**config.mk**
```make
export PLATFORM = sky130hd
export DESIGN_NAME = postwr_buffer
export DESIGN_NICKNAME = d
export VERILOG_FILES = /design/src/rtl/postwr_pkg.sv /design/src/rtl/postwr_data.sv /design/src/rtl/postwr_ctrl.sv /design/src/rtl/postwr_buffer.sv
export SDC_FILE = /design/constraint.sdc
export NUM_CORES = 1
export LEC_CHECK = 0
export BUFFER_PORTS_ARGS = -buffer_cell sky130_fd_sc_hd__buf_4
export CAP_MARGIN = 20
export CELL_PAD_IN_SITES_DETAIL_PLACEMENT = 1
export CELL_PAD_IN_SITES_GLOBAL_PLACEMENT = 1
export CORE_MARGIN = 5
export CORE_UTILIZATION = 41
export CTS_CLUSTER_DIAMETER = 30
export DETAILED_ROUTE_END_ITERATION = 8
export PLACE_DENSITY_LB_ADDON = 0.1
export SLEW_MARGIN = 20
export SYNTH_ARGS = -nofsm -noshare
export SYNTH_HDL_FRONTEND = slang
export SYNTH_SLANG_ARGS = --single-unit
```
**constraint.sdc**
```tcl
create_clock -name clk -period 1.8 [get_ports clk]
set_clock_uncertainty 0.2 [all_clocks]
set_input_delay 0.36 -clock clk [delete_from_list [all_inputs] [get_ports clk]]
set_output_delay 0.36 -clock clk [all_outputs]
set_load 0.005 [all_outputs]
```
**src/rtl/postwr_pkg.sv**
```systemverilog
package postwr_pkg;

  typedef enum logic [1:0] {
    ST_IDLE  = 2'd0,
    ST_WRITE = 2'd1,
    ST_READ  = 2'd2
  } drainState_e;

  // strobes from control to datapath
  typedef struct packed {
    logic push;     // take the CPU store into the tail entry
    logic pop;      // retire the head entry
    logic selRead;  // memory address from the read miss, not the head
  } bufStrobe_t;

endpackage

```
**src/rtl/postwr_data.sv**
```systemverilog
module postwr_data
  import postwr_pkg::*;
#(
  parameter int AW    = 8,
  parameter int DW    = 16,
  parameter int DEPTH = 4
) (
  input  logic          clk,
  input  logic          rstN,
  input  bufStrobe_t    strobe,
  input  logic [AW-1:0] wrAddr,
  input  logic [DW-1:0] wrData,
  input  logic [AW-1:0] rdAddr,
  output logic [AW-1:0] memAddr,
  output logic [DW-1:0] memWData,
  output logic          empty,
  output logic          full
);

  localparam int PTRW = (DEPTH > 1) ? $clog2(DEPTH) : 1;
  localparam int CNTW = $clog2(DEPTH + 1);
  localparam logic [PTRW-1:0] LASTPTR = PTRW'(DEPTH - 1);
  localparam logic [CNTW-1:0] FULLCNT = CNTW'(DEPTH);

  logic [AW-1:0]   addrStore [DEPTH];
  logic [DW-1:0]   dataStore [DEPTH];
  logic [PTRW-1:0] headPtr;
  logic [PTRW-1:0] tailPtr;
  logic [CNTW-1:0] fillCnt;

  always_ff @(posedge clk) begin
    if (strobe.push) begin
      addrStore[tailPtr] <= wrAddr;
      dataStore[tailPtr] <= wrData;
    end
  end

  always_ff @(posedge clk or negedge rstN) begin
    if (!rstN) begin
      headPtr <= '0;
      tailPtr <= '0;
      fillCnt <= '0;
    end else begin
      if (strobe.push) tailPtr <= (tailPtr == LASTPTR) ? '0 : tailPtr + 1'b1;
      if (strobe.pop)  headPtr <= (headPtr == LASTPTR) ? '0 : headPtr + 1'b1;
      case ({strobe.push, strobe.pop})
        2'b10:   fillCnt <= fillCnt + 1'b1;
        2'b01:   fillCnt <= fillCnt - 1'b1;
        default: fillCnt <= fillCnt;
      endcase
    end
  end

  assign empty    = (fillCnt == '0);
  assign full     = (fillCnt == FULLCNT);
  assign memAddr  = strobe.selRead ? rdAddr : addrStore[headPtr];
  assign memWData = dataStore[headPtr];

endmodule

```
**src/rtl/postwr_ctrl.sv**
```systemverilog
module postwr_ctrl
  import postwr_pkg::*;
(
  input  logic       clk,
  input  logic       rstN,
  input  logic       cpuWrReq,
  input  logic       cpuRdMiss,
  input  logic       memAck,
  input  logic       bufEmpty,
  input  logic       bufFull,
  output bufStrobe_t strobe,
  output logic       memReq,
  output logic       memWe,
  output logic       cpuWrAck,
  output logic       cpuRdDone
);

  drainState_e state, stateNext;

  always_ff @(posedge clk or negedge rstN) begin
    if (!rstN) state <= ST_IDLE;
    else       state <= stateNext;
  end

  always_comb begin
    stateNext = state;
    unique case (state)
      ST_IDLE: begin
        // queued writes always go first, so a read never sees stale memory
        if (!bufEmpty)      stateNext = ST_WRITE;
        else if (cpuRdMiss) stateNext = ST_READ;
      end
      ST_WRITE: if (memAck) stateNext = ST_IDLE;
      ST_READ:  if (memAck) stateNext = ST_IDLE;
      default:  stateNext = ST_IDLE;
    endcase
  end

  always_comb begin
    strobe.push    = cpuWrReq && !bufFull && !cpuRdMiss;
    strobe.pop     = (state == ST_WRITE) && memAck;
    strobe.selRead = (state == ST_READ);
  end

  assign memReq    = (state != ST_IDLE);
  assign memWe     = (state == ST_WRITE);
  assign cpuWrAck  = strobe.push;
  assign cpuRdDone = (state == ST_READ) && memAck;

endmodule

```
**src/rtl/postwr_buffer.sv**
```systemverilog
module postwr_buffer
  import postwr_pkg::*;
#(
  parameter int AW    = 8,
  parameter int DW    = 16,
  parameter int DEPTH = 4
) (
  input  logic          clk,
  input  logic          rstN,
  input  logic          cpuWrReq,
  input  logic [AW-1:0] cpuWrAddr,
  input  logic [DW-1:0] cpuWrData,
  output logic          cpuWrAck,
  input  logic          cpuRdMiss,
  input  logic [AW-1:0] cpuRdAddr,
  output logic [DW-1:0] cpuRdData,
  output logic          cpuRdDone,
  output logic          memReq,
  output logic          memWe,
  output logic [AW-1:0] memAddr,
  output logic [DW-1:0] memWData,
  input  logic [DW-1:0] memRData,
  input  logic          memAck,
  output logic          bufEmpty,
  output logic          bufFull
);

  bufStrobe_t strobe;

  postwr_ctrl u_ctrl (
    .clk       (clk),
    .rstN      (rstN),
    .cpuWrReq  (cpuWrReq),
    .cpuRdMiss (cpuRdMiss),
    .memAck    (memAck),
    .bufEmpty  (bufEmpty),
    .bufFull   (bufFull),
    .strobe    (strobe),
    .memReq    (memReq),
    .memWe     (memWe),
    .cpuWrAck  (cpuWrAck),
    .cpuRdDone (cpuRdDone)
  );

  postwr_data #(.AW(AW), .DW(DW), .DEPTH(DEPTH)) u_data (
    .clk      (clk),
    .rstN     (rstN),
    .strobe   (strobe),
    .wrAddr   (cpuWrAddr),
    .wrData   (cpuWrData),
    .rdAddr   (cpuRdAddr),
    .memAddr  (memAddr),
    .memWData (memWData),
    .empty    (bufEmpty),
    .full     (bufFull)
  );

  assign cpuRdData = memRData;

endmodule

```
* Yosys cells after proc, flatten, opt, wreduce, memory -nomap -nowiden
Memories as Yosys holds them, arrays and structs flattened.
Index checks and enable logic that the tools add are counted.
** Word-level totals
- Register bits :: 9
- Bits in latches :: 0
- RAM bits :: 96
- ROM bits :: 0
- Input bits :: 53
- Output and inout port bits :: 46
- Logic and storage cells :: 41
- Memories kept :: 2
** Memory list
- u_data.dataStore :: depth 4, bits a word 16, rd ports 1, clocked after memory_dff 0, wr ports 1, line postwr_data.sv:26 : logic [DW-1:0] dataStore [DEPTH];
- u_data.addrStore :: depth 4, bits a word 8, rd ports 1, clocked after memory_dff 0, wr ports 1, line postwr_data.sv:25 : logic [AW-1:0] addrStore [DEPTH];
** Cells by class
- $add $sub $neg :: 4
- Multipliers :: 0
- Divide/modulo/power cells :: 0
- $lt $le $gt $ge :: 0
- Eq/ne operators :: 9
- Shift operators :: 0
- Muxes and demuxes :: 10
- Bitwise operators :: 0
- Reductions and logical operators :: 12
** Operators with widths (count)
- $mux 2 :: 5
- $eq 2x2->1 const B :: 4
- $mux 8 :: 1
- $pmux 3 s2 :: 1
- $add 2x1->2 const B :: 2
- $eq 2x1->1 const B :: 2
- $logic_and 1x1->1 :: 4
- $pmux 2 s2 :: 1
- $reduce_bool 2->1 :: 2
- $add 3x1->3 const B :: 1
- $eq 3x3->1 const B :: 1
- $logic_not 3->1 :: 1
- $ne 3x3->1 const B :: 1
- $sub 3x1->3 const B :: 1
- $logic_not 1->1 :: 2
- $logic_not 2->1 :: 1
- $mux 1 :: 2
- $ne 2x1->1 const B :: 1
- $reduce_and 2->1 :: 1
- $reduce_or 2->1 :: 1

* Logic depth before layout (Yosys ltp)
Gate-level depths: netlist of run 1.
- Depth after elaboration :: 6
- Gate-level depth with buffers :: 10

* By module
From an unflattened synthesis of run 1, not the netlist that was laid out.
** Second synthesis, totals
- Cells, all modules :: 236
- Area, all modules :: 4349.2 sq um
** By module, submodules not included
- postwr_data :: times used 1, cells each 201, area an instance 4047.6 sq um
- postwr_ctrl :: times used 1, cells each 19, area an instance 181.4 sq um
- postwr_buffer :: times used 1, cells each 16, area an instance 120.1 sq um

* Least setup slack after synthesis of run 1
No wires, ideal clock.
- Path kind :: register -> register
- Start :: register u_data.fillCnt[0]
- End :: register u_data.fillCnt[2]
- Setup time :: 79 ps
- Arrival time :: 1804 ps
- Required time :: 1521 ps
- Slack :: -283 ps
- Cell stages (with the launch flop) :: 10
- Cells stage by stage :: dfrtp_1 > nor3b_2 > nor3b_4 > inv_1 > ha_1 > inv_1 > fa_1 > xor2_1 > nor2_1 > xor2_1
** Between the ends
- Longest elaborated chain between the ends :: 6
** RTL lines
- from (decl) :: line postwr_data.sv:29 : logic [CNTW-1:0] fillCnt;
- from (signal assigned) :: line postwr_data.sv:47 : 2'b10: fillCnt <= fillCnt + 1'b1;
- from (signal assigned) :: line postwr_data.sv:48 : 2'b01: fillCnt <= fillCnt - 1'b1;
- from (signal assigned) :: line postwr_data.sv:49 : default: fillCnt <= fillCnt;
- $eq 3x3->1 * :: line postwr_data.sv:55 : assign full = (fillCnt == FULLCNT);
- via bufFull :: line postwr_buffer.sv:25 : output logic bufFull
- $logic_not 1->1 * :: line postwr_ctrl.sv:40 : strobe.push = cpuWrReq && !bufFull && !cpuRdMiss;
- $logic_and 1x1->1 * (2 in series) :: line postwr_ctrl.sv:40
- via cpuWrAck :: line postwr_buffer.sv:13 : output logic cpuWrAck,
- $eq 2x1->1 or $eq 2x2->1 (tied branches) :: line postwr_data.sv:46 : case ({strobe.push, strobe.pop})
- $pmux 3 s2 or $reduce_bool 2->1 (tied branches)
The timed path passes the listed nets; every way through them passes the cells marked *.
A chain may end at the register's enable or synchronous reset.

* Worst setup path in the final report of run 1
- Start :: register u_data.headPtr[0]
- End :: output memWData[3]
** Between the ends
- Longest elaborated chain between the ends :: 1
** RTL lines
- from (decl) :: line postwr_data.sv:27 : logic [PTRW-1:0] headPtr;
- from (signal assigned) :: line postwr_data.sv:45 : if (strobe.pop) headPtr <= (headPtr == LASTPTR) ? '0 : headPtr + 1'b1;
- $mem_v2 4x16
- to (decl) :: line postwr_buffer.sv:21 : output logic [DW-1:0] memWData,
No other way between the ends.

==> impl_metrics.yaml, run 1 <==
yosys:
  synth.net_count: 297
  synth_top_area_share_pct: 66.1
  yosys_warnings: 0
  synth-main-ff-cell: "edfxtp_1"
  syn_area_sq_um: 4360
  async_flop_share_pct: 8.57
  synth_seq_cells: 105
  yosysSeqAreaShare_pct: 71.2
  yosysMostFrequentCell: "edfxtp_1"
  synth_commonest_cells: "edfxtp_1, buf_4, inv_1"
  synth.area.top_cells: "edfxtp_1, mux4_2, dfrtp_1, buf_4, mux4_1"
  avgSynthCellArea_sq_um: 18.7
  syn_inst: 234
  synth-edff-count: 96
  yosys.area.top_type: "edfxtp_1"
  synth_cell_type_count: 32
layout:
  nets: 429
  design_area_sq_um: 6350
  multi_input_comb_area_sq_um: 1190
  seqCellArea_sq_um: 3110
  drive_above_1_share_pct: 53.9
  final_core_util_pct: 61.2
  area_growth_pct: 45.4
  nFillCells: 951
  insertedDiodeCount: 0
die:
  rows: 37
  die_y_um: 113
  ios: 99
  dieArea_sq_um: 12800
  die_w_um: 113
  start_util_pct: 42.1
  coreArea_sq_um: 10400
timing:
  max_freq_ghz: 0.441
  finalWorstSetupSlack_ps: -470
  drv_slew: 0
  rsz0062_at_grt: "yes"
  hold_viol: 0
  finalSetupViolations: 107
  slew_headroom_pct: 77.3
  tightest_slew_ps: 340
  period_needed_ps: 2270
  fin_crit_sh_pct: 126
worst_setup_path:
  cp.required_ps: 1240
  critPathMaxFanout: 7
  critical_path_class: "flop to primary output"
  start_kind: "flop"
  endpoint_kind: "primary output"
  cp_data_arrival_time_ps: 1710
global_route:
  overflow: 0
  grt_start_max_net_pins: 30
  grt_pass1_vias: 2728
  antenna_found_initial: 0
  track_usage_pct: 15.5
  grt_pass1_wl_mm: 15.0
clock_network:
  clock_latency_ps: 360
  cts_max_path_buffers: 2
  cts_sinks: 105
  cts_made_buffers: 9
  cts_tree: "built"
  cts_root_buffer: "clkbuf_8"
  path_clk_slew_ps: 100
  cts_max_level: 3
detailed_routing:
  dr.pass1.iters: 4
  drc: 0
  ant_nets: 0
  drt-total-wl_mm: 9.92
  viasPerCell: 4.90
  num_vias: 2485
  drt_iter0_markers: 115
  wl_per_cell_um: 19.6
outcome:
  status: "finished with violations"
  violations: "setup timing"
pwr:
  p_per_area_nw_per_um2: 1410
  ir_drop_mv: 0.649
  p_leak_nw: 2.41
flow_run:
  maxCapViolCount: 0
placed_design:
  place_area_sq_um: 5180
  place.gp.congestion: 0.701
  port_buffers: 66
  hpwl_mm: 5.87
  detailedPlace.worstSlack_ps: -449
min_path:
  hold_class: "input port to async pin"
==> metal layers <==
metal / up-vias / wire (um) / GRT usage, %
li1: 1146 / - / -
met1: 1266 / 4170 / 19.0
met2: 58 / 5180 / 26.5
met3: 15 / 452 / 3.53
met4: 0 / 112 / 6.01
met5: - / 0 / 0
==> kinds of logic (layout without fill, tap and decap cells) <==
kind of cell / Yosys count / count (layout) / share of synthesized area (%)
mux: 28 / 28 / 11.5
compound gates: 21 / 21 / 3.73
simple gates: 24 / 24 / 3.73
buf+inv: 43 / 180 / 6.16
xor+xnor: 3 / 3 / 0.602
fa+ha+maj: 10 / 10 / 3.04
flops: 105 / 105 / 71.2
==> through the flow <==
stage / hold slack (ps) / setup TNS, ps / power, mW / cells
after floorplan: -136 / -6930 / 4.86 / 234
after global placement: -5.22 / -3680 / 6.19 / 439
after detailed placement: -6.56 / -6160 / 6.26 / 439
after CTS: 144 / -19390 / 8.46 / 501
after global routing: 177 / -24100 / 9.51 / 507
final: 194 / -16740 / 8.94 / 507
==> final timing paths <==
kind                              startpoint                 to  slack, ps  cells past startpoint
setup / recovery           u_data.headPtr[0]        memWData[3]       -470                      4
hold / removal                          rstN  u_data.tailPtr[0]        190                      2
setup reg to reg             u_ctrl.state[0]  u_data.fillCnt[2]       -230                     11
hold reg to reg            u_data.tailPtr[1]  u_data.tailPtr[1]        390                      1
max in group asynchronous               rstN  u_data.headPtr[0]       1060                      2
min in group clk                      memAck    u_ctrl.state[1]        190                      4
==> where the power goes <==
part | leakage, nW | internal, mW | switching [mW]
combinational | 1.34 | 2.57 | 1.77
sequential | 0.978 | 3.02 | 0.187
clock | 0.0939 | 0.533 | 0.865
==> layout by cell type (no fill, tap or decap), types with 4 or more instances in the layout <==
| master | n |
|---|---|
| ha_4 | 4 |
| nor2b_2 | 4 |
| clkbuf_8 | 9 |
| buf_6 | 34 |
| dlygate4sd3_1 | 25 |
| dfrtp_1 | 8 |
| mux4_2 | 16 |
| inv_1 | 13 |
| nor2b_4 | 4 |
| inv_2 | 5 |
| buf_4 | 61 |
| edfxtp_1 | 96 |
| mux2i_1 | 8 |
| and2_4 | 5 |
| a221oi_2 | 6 |
| buf_12 | 19 |
| a211oi_2 | 8 |
| ha_1 | 5 |
==> sequential cells by signal (all words and copies together), names as in the netlist <==
register / count
u_ctrl.state: 2
u_data.tailPtr: 2
u_data.dataStore: 64
u_data.addrStore: 32
u_data.fillCnt: 3
u_data.headPtr: 2
==> repair_timing <==
item | CTS | global route
setup buffers | 19 | 10
gates cloned | 5 | 3
endpoints found under the hold margin | 105 | 0
pin swaps | 10 | 12
gates resized for setup | 64 | 39
endpoints found under the setup margin | 124 | 130
hold buffers | 25 | 0
==> worst max-delay path, stage by stage, from the launching register on <==
cell and delay [ps]:
dfrtp_2 440, buf_12 160, buf_12 110, mux4_2 500
buf_6 130
==> cell type report <==
class	instances	share of cell area (%)
inverter	18	1.06
clock buffer	9	1.95
timing repair buffer	146	25.6
clock inverter	7	1.01
multi-input combinational	86	18.7
tap	136	2.68
sequential	105	49.0
Power figures use the tool's default switching activity.
==> inputs of run 2 (changes only) <==
- CORE_ASPECT_RATIO: not set -> 2
==> run 2 against run 1 <==
  * The flow still finishes with violations (setup timing)
  * Combinational power increased by 1%
  * Sequential power about the same
  * Maximum frequency grew 1.8%
  * Critical path depth shrank 1
  * Global-route usage is 0.99 points higher
  * Register-to-register slack got worse by 120 ps
  * Final area shrank 1.5%
  * Wire length is 2.9% higher
  * Sequential share of layout area up 0.75 points
  * Hold slack got worse by 180 ps
  * Clock power up 29%
  * Core utilization down 1.5 points
  * Critical path type unchanged
  * Critical endpoint is now memWData[5]
  * Largest cell class unchanged
==> impl_metrics.yaml, run 2 (synthesized netlist as in run 1, its figures left out) <==
outcome:
  status: "finished with violations"
  violations: "setup timing"
min_path:
  hold_path_end: "u_data.dataStore[1][9]"
  hold_class: "input port to flop"
  hp-start: "cpuWrData[9]"
  whs_path_depth: 1
clock_network:
  clock_latency_ps: 340
  cts_made_buffers: 9
  cts_max_path_buffers: 2
  cts_sinks: 105
  cts_max_level: 3
  cts_tree: "built"
  cts_root_buffer: "clkbuf_16"
  path_clk_slew_ps: 70
timing:
  tightest_slew_ps: 336
  rsz0062_at_grt: "yes"
  hold_viol: 0
  period_needed_ps: 2230
  drv_slew: 0
  max_freq_ghz: 0.449
  fin_crit_sh_pct: 124
  finalWorstSetupSlack_ps: -429
  slew_headroom_pct: 77.6
  finalSetupViolations: 129
placed_design:
  port_buffers: 66
  place.gp.congestion: 0.728
  detailedPlace.worstSlack_ps: -302
  hpwl_mm: 6.19
  place_inst: 442
die:
  ios: 99
  die_y_um: 156
  coreArea_sq_um: 10500
  rows: 53
  dieArea_sq_um: 12900
  die_w_um: 83.0
  start_util_pct: 41.7
flow_run:
  maxCapViolCount: 0
layout:
  seqCellArea_sq_um: 3110
  insertedDiodeCount: 0
  nFillCells: 976
  drive_above_1_share_pct: 58.5
  fin_cells: 489
  top_regs: "u_data.dataStore: 64 flops, u_data.addrStore: 32 flops, u_data.fillCnt: 3 flops"
  area_growth_pct: 43.2
  layout_commonest_cell: "edfxtp_1"
  top_register: "u_data.dataStore"
  largest_reg_flops: 64
  final_cell_mix: "edfxtp_1, buf_4, buf_6"
  multi_input_comb_area_sq_um: 1240
  nets: 411
worst_setup_path:
  r2r.worst_path.cells: 11
  endpoint_kind: "primary output"
  regToRegStartpoint: "u_ctrl.state[1]"
  cp.required_ps: 1240
  critPathMaxFanout: 10
  r2r_slack_ps: -350
  r2r_end: "u_data.fillCnt[2]"
  critical_path_class: "flop to primary output"
  start_kind: "flop"
  cp_data_arrival_time_ps: 1670
detailed_routing:
  drt-total-wl_mm: 10.2
  ant_nets: 0
  wl_per_cell_um: 20.9
  drc: 0
  viasPerCell: 4.93
  num_vias: 2412
  dr.pass1.iters: 4
  drt_iter0_markers: 98
pwr:
  switchingPower_mw: 2.90
  finalPower_mw: 9.43
  netSwitchingFraction_pct: 30.7
  intPower_mw: 6.53
  p_leak_nw: 2.36
  p_per_area_nw_per_um2: 1510
  comb_power_share_pct: 46.6
  power.share.clock_pct: 19.2
  ir_drop_mv: 0.992
  p_seq_share_pct: 34.2
global_route:
  grt_pass1_vias: 2785
  grt_pass1_wl_mm: 15.9
  overflow: 0
  antenna_found_initial: 0
  track_usage_pct: 16.4
  grt_start_max_net_pins: 19
==> run 2: cell types whose count changed in the layout (fill, tap and decap cells not counted), moves of 5 or more <==
cell / delta
dlygate4sd3_1: -21
buf_4: +5
buf_12: -6
clkbuf_16: +7
clkbuf_8: -9
==> run 2: repair_timing <==
| item | in CTS | in global routing |
|---|---|---|
| resized for setup | 96 | 27 |
| gates cloned | 8 | 0 |
| pin swaps | 16 | 13 |
| endpoints found under the hold margin | 13 | 5 |
| hold buffers | 2 | 2 |
| setup endpoints to repair | 112 | 130 |
| setup buffers | 22 | 13 |
==> run 2: critical path, stage by stage, from the launching register on <==
cell and delay, ps:
dfrtp_2 450, buf_12 180, mux4_2 550, buf_6 140
==> run 2: final cells by class <==
class / instances / share of cell area (%)
multi-input combinational: 86 / 19.8
clock inverter: 6 / 0.781
clock buffer: 9 / 3.60
timing repair buffer: 128 / 22.1
sequential: 105 / 49.7
tap: 137 / 2.74
inverter: 18 / 1.20
==> run 2: worst max path at each step <==
stage	endpoint	startpoint
6_report	memWData[5]	u_data.headPtr[0]
5_1_grt	memAddr[6]	u_ctrl.state[0]
4_1_cts	memAddr[0]	u_ctrl.state[1]
3_5_place_dp	memAddr[0]	u_ctrl.state[0]
3_3_place_gp	memAddr[0]	u_ctrl.state[0]
2_1_floorplan	u_data.fillCnt[2]	u_data.fillCnt[0]
==> run 2: per-stage QoR <==
stage                     setup TNS [ps]  utilization (%)  hold slack [ps]  cell area (sq um)
after floorplan                    -6930                -             -136               4380
after global placement             -3590             49.3            -3.34               5170
after detailed placement           -3690             49.3           -0.337               5170
after CTS                         -20330             58.8            0.554               6160
after global routing              -24310             59.7            0.279               6250
final                             -16880             59.7             18.5               6250
==> run 2: power by group through the flow <==
stage | sequential (mW) | combinational [mW] | clock, mW
after floorplan | 3.18 | 1.68 | 0
after global placement | 3.21 | 3.00 | 0
after detailed placement | 3.24 | 3.06 | 0
after CTS | 3.21 | 4.13 | 1.87
after global routing | 3.25 | 4.70 | 1.99
final | 3.22 | 4.39 | 1.81
==> run 2: layer usage <==
layer / up-vias / GRT usage [%] / wire length, um
met4: 0 / 5.85 / 119
met3: 6 / 3.70 / 305
li1: 1106 / - / -
met5: - / 0 / 0
met2: 43 / 32.5 / 6230
met1: 1257 / 16.4 / 3550
==> inputs of run 3 (changes only) <==
- CORE_UTILIZATION: 41 -> 40
- SYNTH_HIERARCHICAL: not set -> 1
==> run 3 against run 2 <==
  * The flow still finishes with violations (setup timing)
  * Sequential cell count stayed put
  * Maximum frequency is 1.2% lower
  * Worst setup slack worse by 27 ps
  * Final area is 1.7% lower
  * Final cell count is 1.2% higher
  * Power is 0.40% lower
  * Sequential power is 2% lower
  * Area after synthesis is 0.34% lower
  * Register-to-register slack better by 50 ps
  * Via count is 0.46% higher
  * Combinational power is 4% lower
  * Largest power group unchanged
==> impl_metrics.yaml, run 3 <==
placed_design:
  place.gp.congestion: 0.712
  hpwl_mm: 6.36
  port_buffers: 66
yosys:
  synth_cell_type_count: 34
  synth-edff-count: 96
  async_flop_share_pct: 8.57
  synth_commonest_cells: "edfxtp_1, buf_4, inv_1"
  synth_top_area_share_pct: 66.3
  yosysMostFrequentCell: "edfxtp_1"
  syn_inst: 236
  synth.area.top_cells: "edfxtp_1, mux4_2, dfrtp_1, buf_4, ha_1"
  synth-main-ff-cell: "edfxtp_1"
  synth_seq_cells: 105
  syn_area_sq_um: 4350
  avgSynthCellArea_sq_um: 18.4
  yosys.area.top_type: "edfxtp_1"
  yosys_warnings: 6
  synth.net_count: 299
  yosysSeqAreaShare_pct: 71.5
die:
  die_w_um: 83.7
  dieArea_sq_um: 13200
  die_y_um: 157
  rows: 54
  start_util_pct: 40.2
  coreArea_sq_um: 10800
  ios: 99
detailed_routing:
  drc: 0
  viasPerCell: 4.89
  drt_iter0_markers: 147
  drt-total-wl_mm: 9.67
  wl_per_cell_um: 19.5
  ant_nets: 0
  dr.pass1.iters: 4
  num_vias: 2423
layout:
  multi_input_comb_area_sq_um: 1170
  final_cell_mix: "edfxtp_1, buf_4, buf_6"
  top_regs: "u_data/dataStore: 64 flops, u_data/addrStore: 32 flops, u_data/fillCnt: 3 flops"
  area_growth_pct: 41.3
  drive_above_1_share_pct: 56.9
  largest_reg_flops: 64
  insertedDiodeCount: 0
  nets: 414
  top_register: "u_data/dataStore"
  nFillCells: 1008
  seqCellArea_sq_um: 3110
  layout_commonest_cell: "edfxtp_1"
timing:
  finalSetupViolations: 127
  slew_headroom_pct: 74.7
  tightest_slew_ps: 378
  rsz0062_at_grt: "yes"
  max_freq_ghz: 0.443
  finalSetupTns_ps: -27740
  fin_crit_sh_pct: 125
  hold_viol: 0
  period_needed_ps: 2260
  finalWorstSetupSlack_ps: -456
  drv_slew: 0
pwr:
  p_leak_nw: 2.33
  p_seq_share_pct: 33.6
  power.share.clock_pct: 21.6
  p_per_area_nw_per_um2: 1530
  ir_drop_mv: 0.945
  comb_power_share_pct: 44.8
  switchingPower_mw: 2.73
  intPower_mw: 6.66
  finalPower_mw: 9.39
  netSwitchingFraction_pct: 29.1
global_route:
  grt_pass1_vias: 2804
  overflow: 0
  track_usage_pct: 15.5
  grt_start_max_net_pins: 17
  antenna_found_initial: 0
  grt_pass1_wl_mm: 15.1
worst_setup_path:
  path_cells: "buf_6 > ha_4 > nand2b_4 > a211oi_2 > a221oi_2 > buf_4"
  start_kind: "flop"
  cp_data_arrival_time_ps: 1700
  cp_top_family: "flip-flops"
  critPathMaxFanout: 8
  critical_path_class: "flop to primary output"
  cp_slowest_stage_delay_ps: 390
  cp.required_ps: 1240
  crit_buf_inv: 2
  slowest_stage: "dfrtp_1"
  r2r_slack_ps: -300
  endpoint_kind: "primary output"
clock_network:
  path_clk_slew_ps: 70
  clock_latency_ps: 340
  cts_tree: "built"
  cts_root_buffer: "clkbuf_16"
  cts_max_path_buffers: 2
  cts_max_level: 3
  cts_sinks: 105
  cts_made_buffers: 9
min_path:
  hold_class: "input port to flop"
outcome:
  status: "finished with violations"
  violations: "setup timing"
flow_run:
  maxCapViolCount: 0
-- run 3: changes by cell type in the layout (fill, tap and decap cells not counted), moves of 4 or more --
cell,delta
inv_6,-4
buf_12,-4
buf_6,-5
buf_4,+11
-- run 3: layout make-up --
cell class / instances / area share (%)
clock buffer: 10 / 3.72
clock inverter: 5 / 1.32
inverter: 18 / 1.18
multi-input combinational: 87 / 19.1
sequential: 105 / 50.6
tap: 140 / 2.85
timing repair buffer: 130 / 21.3
-- run 3: kinds of logic (layout without fill, tap and decap cells) --
family | after synthesis | after routing | synth area share, %
AO/OA/AOI/OAI | 22 | 22 | 3.94
buffers and inverters | 44 | 163 | 6.53
AND/OR/NAND/NOR | 25 | 25 | 3.54
flip-flops | 105 | 105 | 71.5
XOR/XNOR | 3 | 3 | 0.604
multiplexers | 27 | 27 | 10.9
adder cells (fa/ha/maj) | 10 | 10 | 3.05
-- run 3: per-stage QoR --
step / setup WS [ps] / area (sq um) / hold WS [ps] / utilization, % / std cells
after floorplan: -246 / 4520 / -136 / - / 236
after global placement: -187 / 5300 / -7.21 / 49.0 / 450
after detailed placement: -228 / 5300 / -6.52 / 49.0 / 450
after CTS: -451 / 6080 / 1.53 / 56.3 / 492
after global routing: -534 / 6150 / 0.751 / 56.9 / 495
final: -456 / 6150 / 19.3 / 56.9 / 495
-- run 3: power by group through the flow --
stage          combinational (mW)  clock, mW  sequential (mW)
2_1_floorplan                2.02          0             3.15
3_3_place_gp                 3.45          0             3.18
3_5_place_dp                 3.49          0             3.19
4_1_cts                      4.03       2.09             3.15
5_1_grt                      4.55       2.21             3.17
6_report                     4.21       2.03             3.15
-- run 3: final timing paths --
path | from | endpoint | depth (start not counted)
min reg2reg | u_data/fillCnt[2] | u_data/fillCnt[2] | 2
min in group asynchronous | rstN | u_data/fillCnt[0] | 2
max | u_ctrl/state[1] | memAddr[7] | 6
max in group asynchronous | rstN | u_data/headPtr[0] | 2
min | cpuWrAddr[6] | u_data/addrStore[3][6] | 1
max reg2reg | u_ctrl/state[1] | u_data/fillCnt[2] | 10
-- run 3: worst register-to-register path, cell delays in order, from the launching register on --
cell	delay, ps
dfrtp_1	390
buf_4	150
inv_4	60
ha_4	130
and2_4	150
ha_4	140
inv_2	30
fa_2	330
xor2_1	150
nor2_1	130
xor2_1	170
-- run 3: layer usage --
| metal | GRT usage (%) | vias to the layer above | wire length (um) |
|---|---|---|---|
| met2 | 30.8 | 50 | 5760 |
| met4 | 7.06 | 0 | 148 |
| met5 | 0 | - | 0 |
| li1 | - | 1119 | - |
| met1 | 14.6 | 1246 | 3380 |
| met3 | 3.93 | 8 | 384 |
-- run 3: repair_timing --
item | CTS | global route
hold buffers | 5 | 0
setup endpoints to repair | 127 | 129
hold endpoints to repair | 20 | 0
pin swaps | 12 | 8
setup buffers | 17 | 14
gates cloned | 6 | 1
gates resized for setup | 39 | 32
